===== config.mk =====
export PLATFORM = sky130hd
export DESIGN_NAME = pll_rate_seq
export DESIGN_NICKNAME = d
export VERILOG_FILES = /design/src/rtl/pll_rate_seq.sv
export SDC_FILE = /design/constraint.sdc
export NUM_CORES = 1
export LEC_CHECK = 0
export CAP_MARGIN = 20
export CORE_ASPECT_RATIO = 1.4
export CORE_MARGIN = 5
export CORE_UTILIZATION = 54
export CTS_BUF_LIST = sky130_fd_sc_hd__clkbuf_8
export DETAILED_ROUTE_END_ITERATION = 12
export GPL_ROUTABILITY_DRIVEN = 0
export PLACE_DENSITY_LB_ADDON = 0.08
export REMOVE_ABC_BUFFERS = 1
export SYNTH_ARGS = -nofsm -noshare
export SYNTH_HDL_FRONTEND = slang
export SYNTH_SLANG_ARGS = --single-unit

===== constraint.sdc =====
create_clock -name clk -period 4.6 [get_ports clk]
set_clock_uncertainty 0.1 [all_clocks]
set_input_delay 0.69 -clock clk [delete_from_list [all_inputs] [get_ports clk]]
set_output_delay 0.69 -clock clk [all_outputs]
set_load 0.03 [all_outputs]

===== src/rtl/pll_rate_seq.sv =====
module pll_rate_seq #(
  parameter int CYC_PER_US = 50,
  parameter int PCW_W      = 22,
  parameter int PD_W       = 3
) (
  input  logic             clk,
  input  logic             rst_n,
  input  logic             req_valid,
  input  logic [2:0]       req_domain,
  input  logic [1:0]       req_mode,
  input  logic [PD_W-1:0]  req_postdiv,
  input  logic [PCW_W-1:0] req_pcw,
  output logic             busy,
  output logic             wr_en,
  output logic [2:0]       wr_kind,
  output logic [1:0]       wr_ch,
  output logic [31:0]      wr_data,
  input  logic [31:0]      mon_data,
  output logic             done,
  output logic [1:0]       status
);
  localparam int NCH   = 4;
  localparam int SHORT = CYC_PER_US;
  localparam int LONG  = 20 * CYC_PER_US;
  localparam int CNT_W = (LONG > 2) ? $clog2(LONG) : 1;
  localparam logic [CNT_W-1:0] SHORT_LD = CNT_W'(SHORT - 1);
  localparam logic [CNT_W-1:0] LONG_LD  = CNT_W'(LONG - 1);

  localparam logic [2:0] K_CTRL = 3'd0, K_DIV = 3'd1, K_SWT = 3'd2, K_HWT = 3'd3, K_EN = 3'd4;
  localparam logic [1:0] ST_OK = 2'd0, ST_DOM = 2'd1, ST_MODE = 2'd2, ST_TMO = 2'd3;

  typedef enum logic [3:0] {
    S_IDLE, S_DIR, S_SW_OFF, S_SW_TGT, S_SW_DIV, S_SW_TGL, S_SW_GAP, S_SW_ON,
    S_SETTLE, S_HW_A, S_HW_B, S_POLL
  } state_t;

  state_t           state;
  logic [1:0]       ch_q;
  logic [PD_W-1:0]  pd_q;
  logic [PCW_W-1:0] pcw_q;
  logic             up_q;
  logic [CNT_W-1:0] cnt;
  logic [PD_W-1:0]  shadow [NCH];

  logic       dom_ok;
  logic [1:0] dom_ch;
  logic       mon_hit;

  always_comb begin
    dom_ok = 1'b1;
    dom_ch = 2'd0;
    case (req_domain)
      3'd0, 3'd1: dom_ch = 2'd0;
      3'd2, 3'd3: dom_ch = 2'd1;
      3'd4:       dom_ch = 2'd2;
      3'd5:       dom_ch = 2'd3;
      default:    dom_ok = 1'b0;
    endcase
  end

  assign busy    = (state != S_IDLE);
  assign wr_ch   = ch_q;
  assign mon_hit = (mon_data[PCW_W-1:0] == pcw_q);

  logic [31:0] tgt_word, ctrl_word, div_word;
  assign tgt_word  = {1'b1, {(31-PCW_W){1'b0}}, pcw_q};
  assign ctrl_word = {1'b1, 4'b0, pd_q, {(24-PCW_W){1'b0}}, pcw_q};
  assign div_word  = {{(32-PD_W){1'b0}}, pd_q};

  always_comb begin
    wr_en   = 1'b1;
    wr_kind = K_CTRL;
    wr_data = 32'd0;
    case (state)
      S_DIR:    begin wr_kind = K_CTRL; wr_data = ctrl_word; end
      S_SW_OFF: begin wr_kind = K_EN;   wr_data = 32'd0; end
      S_SW_TGT: begin wr_kind = K_SWT;  wr_data = tgt_word; end
      S_SW_DIV: begin wr_kind = K_DIV;  wr_data = div_word; end
      S_SW_TGL: begin wr_kind = K_SWT;  wr_data = tgt_word | 32'h4000_0000; end
      S_SW_ON:  begin wr_kind = K_EN;   wr_data = 32'd1; end
      S_HW_A:   begin wr_kind = up_q ? K_DIV : K_HWT; wr_data = up_q ? div_word : tgt_word; end
      S_HW_B:   begin wr_kind = up_q ? K_HWT : K_DIV; wr_data = up_q ? tgt_word : div_word; end
      default:  wr_en = 1'b0;
    endcase
  end

  always_ff @(posedge clk or negedge rst_n) begin
    if (!rst_n) begin
      state  <= S_IDLE;
      ch_q   <= '0;
      pd_q   <= '0;
      pcw_q  <= '0;
      up_q   <= 1'b0;
      cnt    <= '0;
      done   <= 1'b0;
      status <= ST_OK;
      for (int i = 0; i < NCH; i++) shadow[i] <= '0;
    end else begin
      done <= 1'b0;
      case (state)
        S_IDLE: if (req_valid) begin
          if (!dom_ok) begin
            done <= 1'b1; status <= ST_DOM;
          end else if (req_mode == 2'd3) begin
            done <= 1'b1; status <= ST_MODE;
          end else begin
            ch_q  <= dom_ch;
            pd_q  <= req_postdiv;
            pcw_q <= req_pcw;
            up_q  <= (req_postdiv > shadow[dom_ch]);
            case (req_mode)
              2'd0:    state <= S_DIR;
              2'd1:    state <= S_SW_OFF;
              default: state <= S_HW_A;
            endcase
          end
        end
        S_DIR: begin
          shadow[ch_q] <= pd_q;
          cnt   <= LONG_LD;
          state <= S_SETTLE;
        end
        S_SW_OFF: state <= S_SW_TGT;
        S_SW_TGT: state <= S_SW_DIV;
        S_SW_DIV: begin
          shadow[ch_q] <= pd_q;
          state <= S_SW_TGL;
        end
        S_SW_TGL: begin
          cnt   <= SHORT_LD;
          state <= S_SW_GAP;
        end
        S_SW_GAP: if (cnt == '0) state <= S_SW_ON; else cnt <= cnt - 1'b1;
        S_SW_ON: begin
          cnt   <= LONG_LD;
          state <= S_SETTLE;
        end
        S_SETTLE: if (cnt == '0) begin
          state <= S_IDLE; done <= 1'b1; status <= ST_OK;
        end else cnt <= cnt - 1'b1;
        S_HW_A: state <= S_HW_B;
        S_HW_B: begin
          shadow[ch_q] <= pd_q;
          cnt   <= LONG_LD;
          state <= S_POLL;
        end
        S_POLL: if (mon_hit) begin
          state <= S_IDLE; done <= 1'b1; status <= ST_OK;
        end else if (cnt == '0) begin
          state <= S_IDLE; done <= 1'b1; status <= ST_TMO;
        end else cnt <= cnt - 1'b1;
        default: state <= S_IDLE;
      endcase
    end
  end


  done_idle_chk: assert property (@(posedge clk) disable iff (!rst_n) done |-> !busy);

  ch_stable_chk: assert property (@(posedge clk) disable iff (!rst_n)
    (wr_en && $past(wr_en)) |-> $stable(wr_ch));

  err_nowrite_chk: assert property (@(posedge clk) disable iff (!rst_n)
    (done && (status == ST_DOM || status == ST_MODE)) |-> !$past(wr_en));

  toggle_order_chk: assert property (@(posedge clk) disable iff (!rst_n)
    (wr_en && wr_kind == K_SWT && wr_data[30]) |-> $past(wr_en && wr_kind == K_DIV));

  mon_ok_chk: assert property (@(posedge clk) disable iff (!rst_n)
    (done && status == ST_OK && $past(state == S_POLL)) |-> $past(mon_data[PCW_W-1:0] == pcw_q));

  tmo_src_chk: assert property (@(posedge clk) disable iff (!rst_n)
    (done && status == ST_TMO) |-> $past(state == S_POLL));
endmodule


==> results list <==
- Setup repair after global routing missed its margin: no
* Max Cap Viol: 0
- In this run the tightest slew margin relative to its limit is 0.4469.
- The cell area that synthesis handed to floorplanning was 3766 um^2.
- CP delay by family, top: buffers and inverters
- Final worst hold slack: 382.4 ps
* Area Growth Syn to Fin: 30.13%
- The run finished with clean final reports.
- The floorplan step defined a die boundary enclosing 8768 um^2.
- During synthesis, Yosys emitted a total of 0 warnings.
- Once layout is complete, the cells apart from fillers number 544.
- Global-route wire length before repair: 15030 um
* Cells along the critical path: buf_4 > nand2b_1 > o21ai_1 > buf_4 > and2_1 > clkdlybuf4s50_1
* Final hold violation count: 0
- Number of top-level pins: 107
- P per Cell Area: 707.2 nW/um^2
* Fin Setup TNS: 0 ps
- Register clock-pin slew on the reported worst setup and hold paths: 80 ps
- Of the total synthesized cell area, the portion taken by full adders, half adders and majority gates is 0.02658.
* Highest Clock Rate: 267.8 MHz
* Number of enable-type register cells in the synthesized netlist: 0
- Data arrives at the worst endpoint at 2940 ps.
- Bufs on Longest Clock Path: 2
* Worst endpoint required time: 3810 ps
- Synth Area per Inst: 10.67 um^2
* CTS Buf Count: 9
- Of the total synthesized cell area, the portion taken by XOR and XNOR cells is 0.06246.
- Setup violations remaining at the end of the flow were counted as 0.
- Once placement finished, the instance area stood at 4673 um^2.
- Portion of the clock cycle consumed by the worst path in the final layout: 0.8117
- Horizontal extent of the die: 80.58 um
* Most frequent standard cell in the layout excluding fill and tap cells: clkdlybuf4s50_1
* GRT Residual Overflow: 0
- The final-report max-slew violation count is 0.
* Simple-gate share of the synthesized area: 0.1638
- Number of diodes: 0
- The top cell types in the final layout, fill and taps aside, are 90 x clkdlybuf4s50_1, 57 x dfrtp_1, 33 x mux2_2.
- Setup slack on the worst reg-to-reg path comes out at 2360 ps.
* Top fanout value on the critical path: 23
- Portion of netlist area occupied by mux cells: 0.1369
- Delay of the slowest cell on the worst path: 700 ps
* Synthesized flop and latch total: 57
- Wires add up to 9163 um.
- Buffering stage count on the worst path with inverters included: 3
- STA classifies the critical path startpoint as a flop.
- Initial antenna violation count: 0
- The count of nets left with antenna violations once routing finished came out at 0.
* Fraction of final layout cells sized beyond drive strength 1: 0.2004
- After detailed routing, the number of remaining DRC violations is 0.
- By instance count, the cell type seen most on the critical path is buf_4.
- The worst-case IR drop observed on VDD is 0.3756 mV.
- The slowest stage of the critical path belongs to the cell clkdlybuf4s50_1.
* Kind of critical path: flop to primary output
* Clock insertion delay at the later pin of the skew report: 340 ps
- Post-CTS timing repair inserted 0 buffers for setup.
* Post-DR wirelength/cell: 16.84 um
- Sinks on the clock net: 57
- From bottom edge to top edge, the die measures 108.8 um.
- For this configuration, the core starts out at a cell density of 0.5465.
- Overall Global Routing Usage: 0.2236
* Leakage: 2.070 nW
- Final layout net count: 517
* Unique masters post-synth: 67
* Clock root buffer: clkbuf_8
- The number of global-route vias before repair was 3154.
- TritonCTS built the clock tree.
* H-tree depth reported by CTS: 3
- Crit path time final: 3734 ps
* Reg2Reg Capture Point: shadow[2]$_DFFE_PN0P_
- The core region is 6892 um^2.
- Across all layers, the routed design uses 3007 vias.
- HPWL after detailed placement: 6826 um
* Post-synthesis async set-or-reset flop share: 1.000
* Final-layout fill cell count: 521
* Ys flop type: dfrtp_1
- The startpoint identified for the worst register-to-register timing path is state[2]$_DFFE_PN0P_.
- The worst hold path belongs to the class input pin to asynchronous set/reset pin.
- Port Buf Inserts: 91
- The worst setup path is captured at a primary output.
- Once the clock tree was built, the resizer swapped 0 gates to a different size.
- Placed Cells incl. Taps: 528
- Of the synthesized area, sequential elements account for 0.3787.
- In this run, post-CTS hold repair placed 0 buffers.
* Detailed-router iteration count before antenna repair: 4
* Transition time at the pin with the least slew margin: 823.5 ps
- In the synthesized netlist, the number of instances is 353.
- Largest family of logic cells by synthesized area: simple AND/OR/NAND/NOR gates
- Post-route cell area: 4901 um^2
* Post-layout total power: 3.466 mW
- Depth of the most critical reg-to-reg path: 6
- Number of placement rows: 36
- Via/cell ratio: 5.528
- Largest net degree at the start of global routing: 58
- The complex-gate fraction of the synthesized area came to 0.1605.
* DRC violation total after the first TritonRoute iteration: 185
-- Yosys cell counts (5+ instances only) --
cell type / count / area, um^2
dfrtp_1: 57 / 1426
mux2_2: 33 / 371.6
inv_1: 21 / 78.83
nor2_1: 20 / 75.07
and2_1: 19 / 118.9
a21oi_1: 18 / 90.09
xnor2_1: 17 / 148.9
o22ai_1: 13 / 81.33
nand2_1: 10 / 37.54
o21ai_0: 9 / 45.04
ha_1: 8 / 100.1
xor2_1: 8 / 70.07
and3_1: 7 / 43.79
buf_6: 7 / 78.83
a211oi_1: 6 / 45.04
buf_2: 6 / 30.03
buf_4: 6 / 45.04
a31oi_1: 5 / 31.28
mux2_1: 5 / 56.30
nand4_1: 5 / 31.28
-- registers in the layout, indices dropped and copies added, names as in the netlist --
name / flops
shadow: 12
state: 4
done: 1
up_q: 1
pd_q: 3
status: 2
pcw_q: 22
wr_ch: 2
cnt: 10
-- worst max path at each step --
| stage | startpoint | endpoint | slack (ps) | cells past startpoint |
|---|---|---|---|---|
| 2_1_floorplan | state[2]$_DFFE_PN0P_ | wr_data[1] | 920 | 3 |
| 3_3_place_gp | req_domain[1] | up_q$_DFFE_PN0P_ | 1120 | 11 |
| 3_5_place_dp | req_domain[1] | up_q$_DFFE_PN0P_ | 1080 | 11 |
| 4_1_cts | state[2]$_DFFE_PN0P_ | wr_data[12] | 840 | 6 |
| 5_1_grt | state[2]$_DFFE_PN0P_ | wr_data[14] | 690 | 6 |
| 6_report | state[2]$_DFFE_PN0P_ | wr_data[12] | 870 | 6 |
-- power by group --
part | internal [mW] | switching (mW) | leakage (nW) | total (mW)
Combinational | 0.908 | 1.09 | 1.25 | 2.00
Sequential | 0.726 | 0.199 | 0.707 | 0.925
Clock | 0.321 | 0.218 | 0.113 | 0.540
Total | 1.96 | 1.51 | 2.07 | 3.47
-- cell type report --
type / instances / area, um^2 / area share
Sequential cell: 57 / 1426 / 0.2910
Clock buffer: 10 / 137.6 / 0.02808
Tap cell: 95 / 118.9 / 0.02425
Timing Repair Buffer: 98 / 958.4 / 0.1956
Clock inverter: 6 / 90.09 / 0.01838
Inverter: 21 / 78.83 / 0.01608
Multi-Input combinational cell: 257 / 2091 / 0.4266
-- worst reg2reg max path, stage by stage (launching register included) --
cell,delay [ps]
dfrtp_1,320
buf_4,260
nand2b_1,390
nor2_1,160
a31oi_2,340
nand3b_4,230
mux2_2,330
-- metal layers --
metal	global-route usage	vias to the layer above	routed length (um)
li1	-	1450	-
met1	0.2485	1444	3488
met2	0.4076	100	5058
met3	0.05537	13	497
met4	0.08092	0	118
met5	0	-	0
-- kinds of logic (layout without fill, tap and decap cells) --
family / after synthesis / after routing
and+or+nand+nor: 95 / 95
AOI/OAI and AO/OA: 80 / 80
DFF: 57 / 57
muxes: 43 / 43
buffers and inverters: 43 / 135
xor gates and xnor gates: 26 / 26
adders and majority gates: 8 / 8
other: 1 / 5
-- through the flow --
step | worst slack (ps) | util
6_report | 866.0 | 0.7111
3_5_place_dp | 1078 | 0.6781
3_3_place_gp | 1122 | 0.6781
4_1_cts | 839.5 | 0.7111
5_1_grt | 692.4 | 0.7111
2_1_floorplan | 915.1 | -
Power figures use the tool's default switching activity.
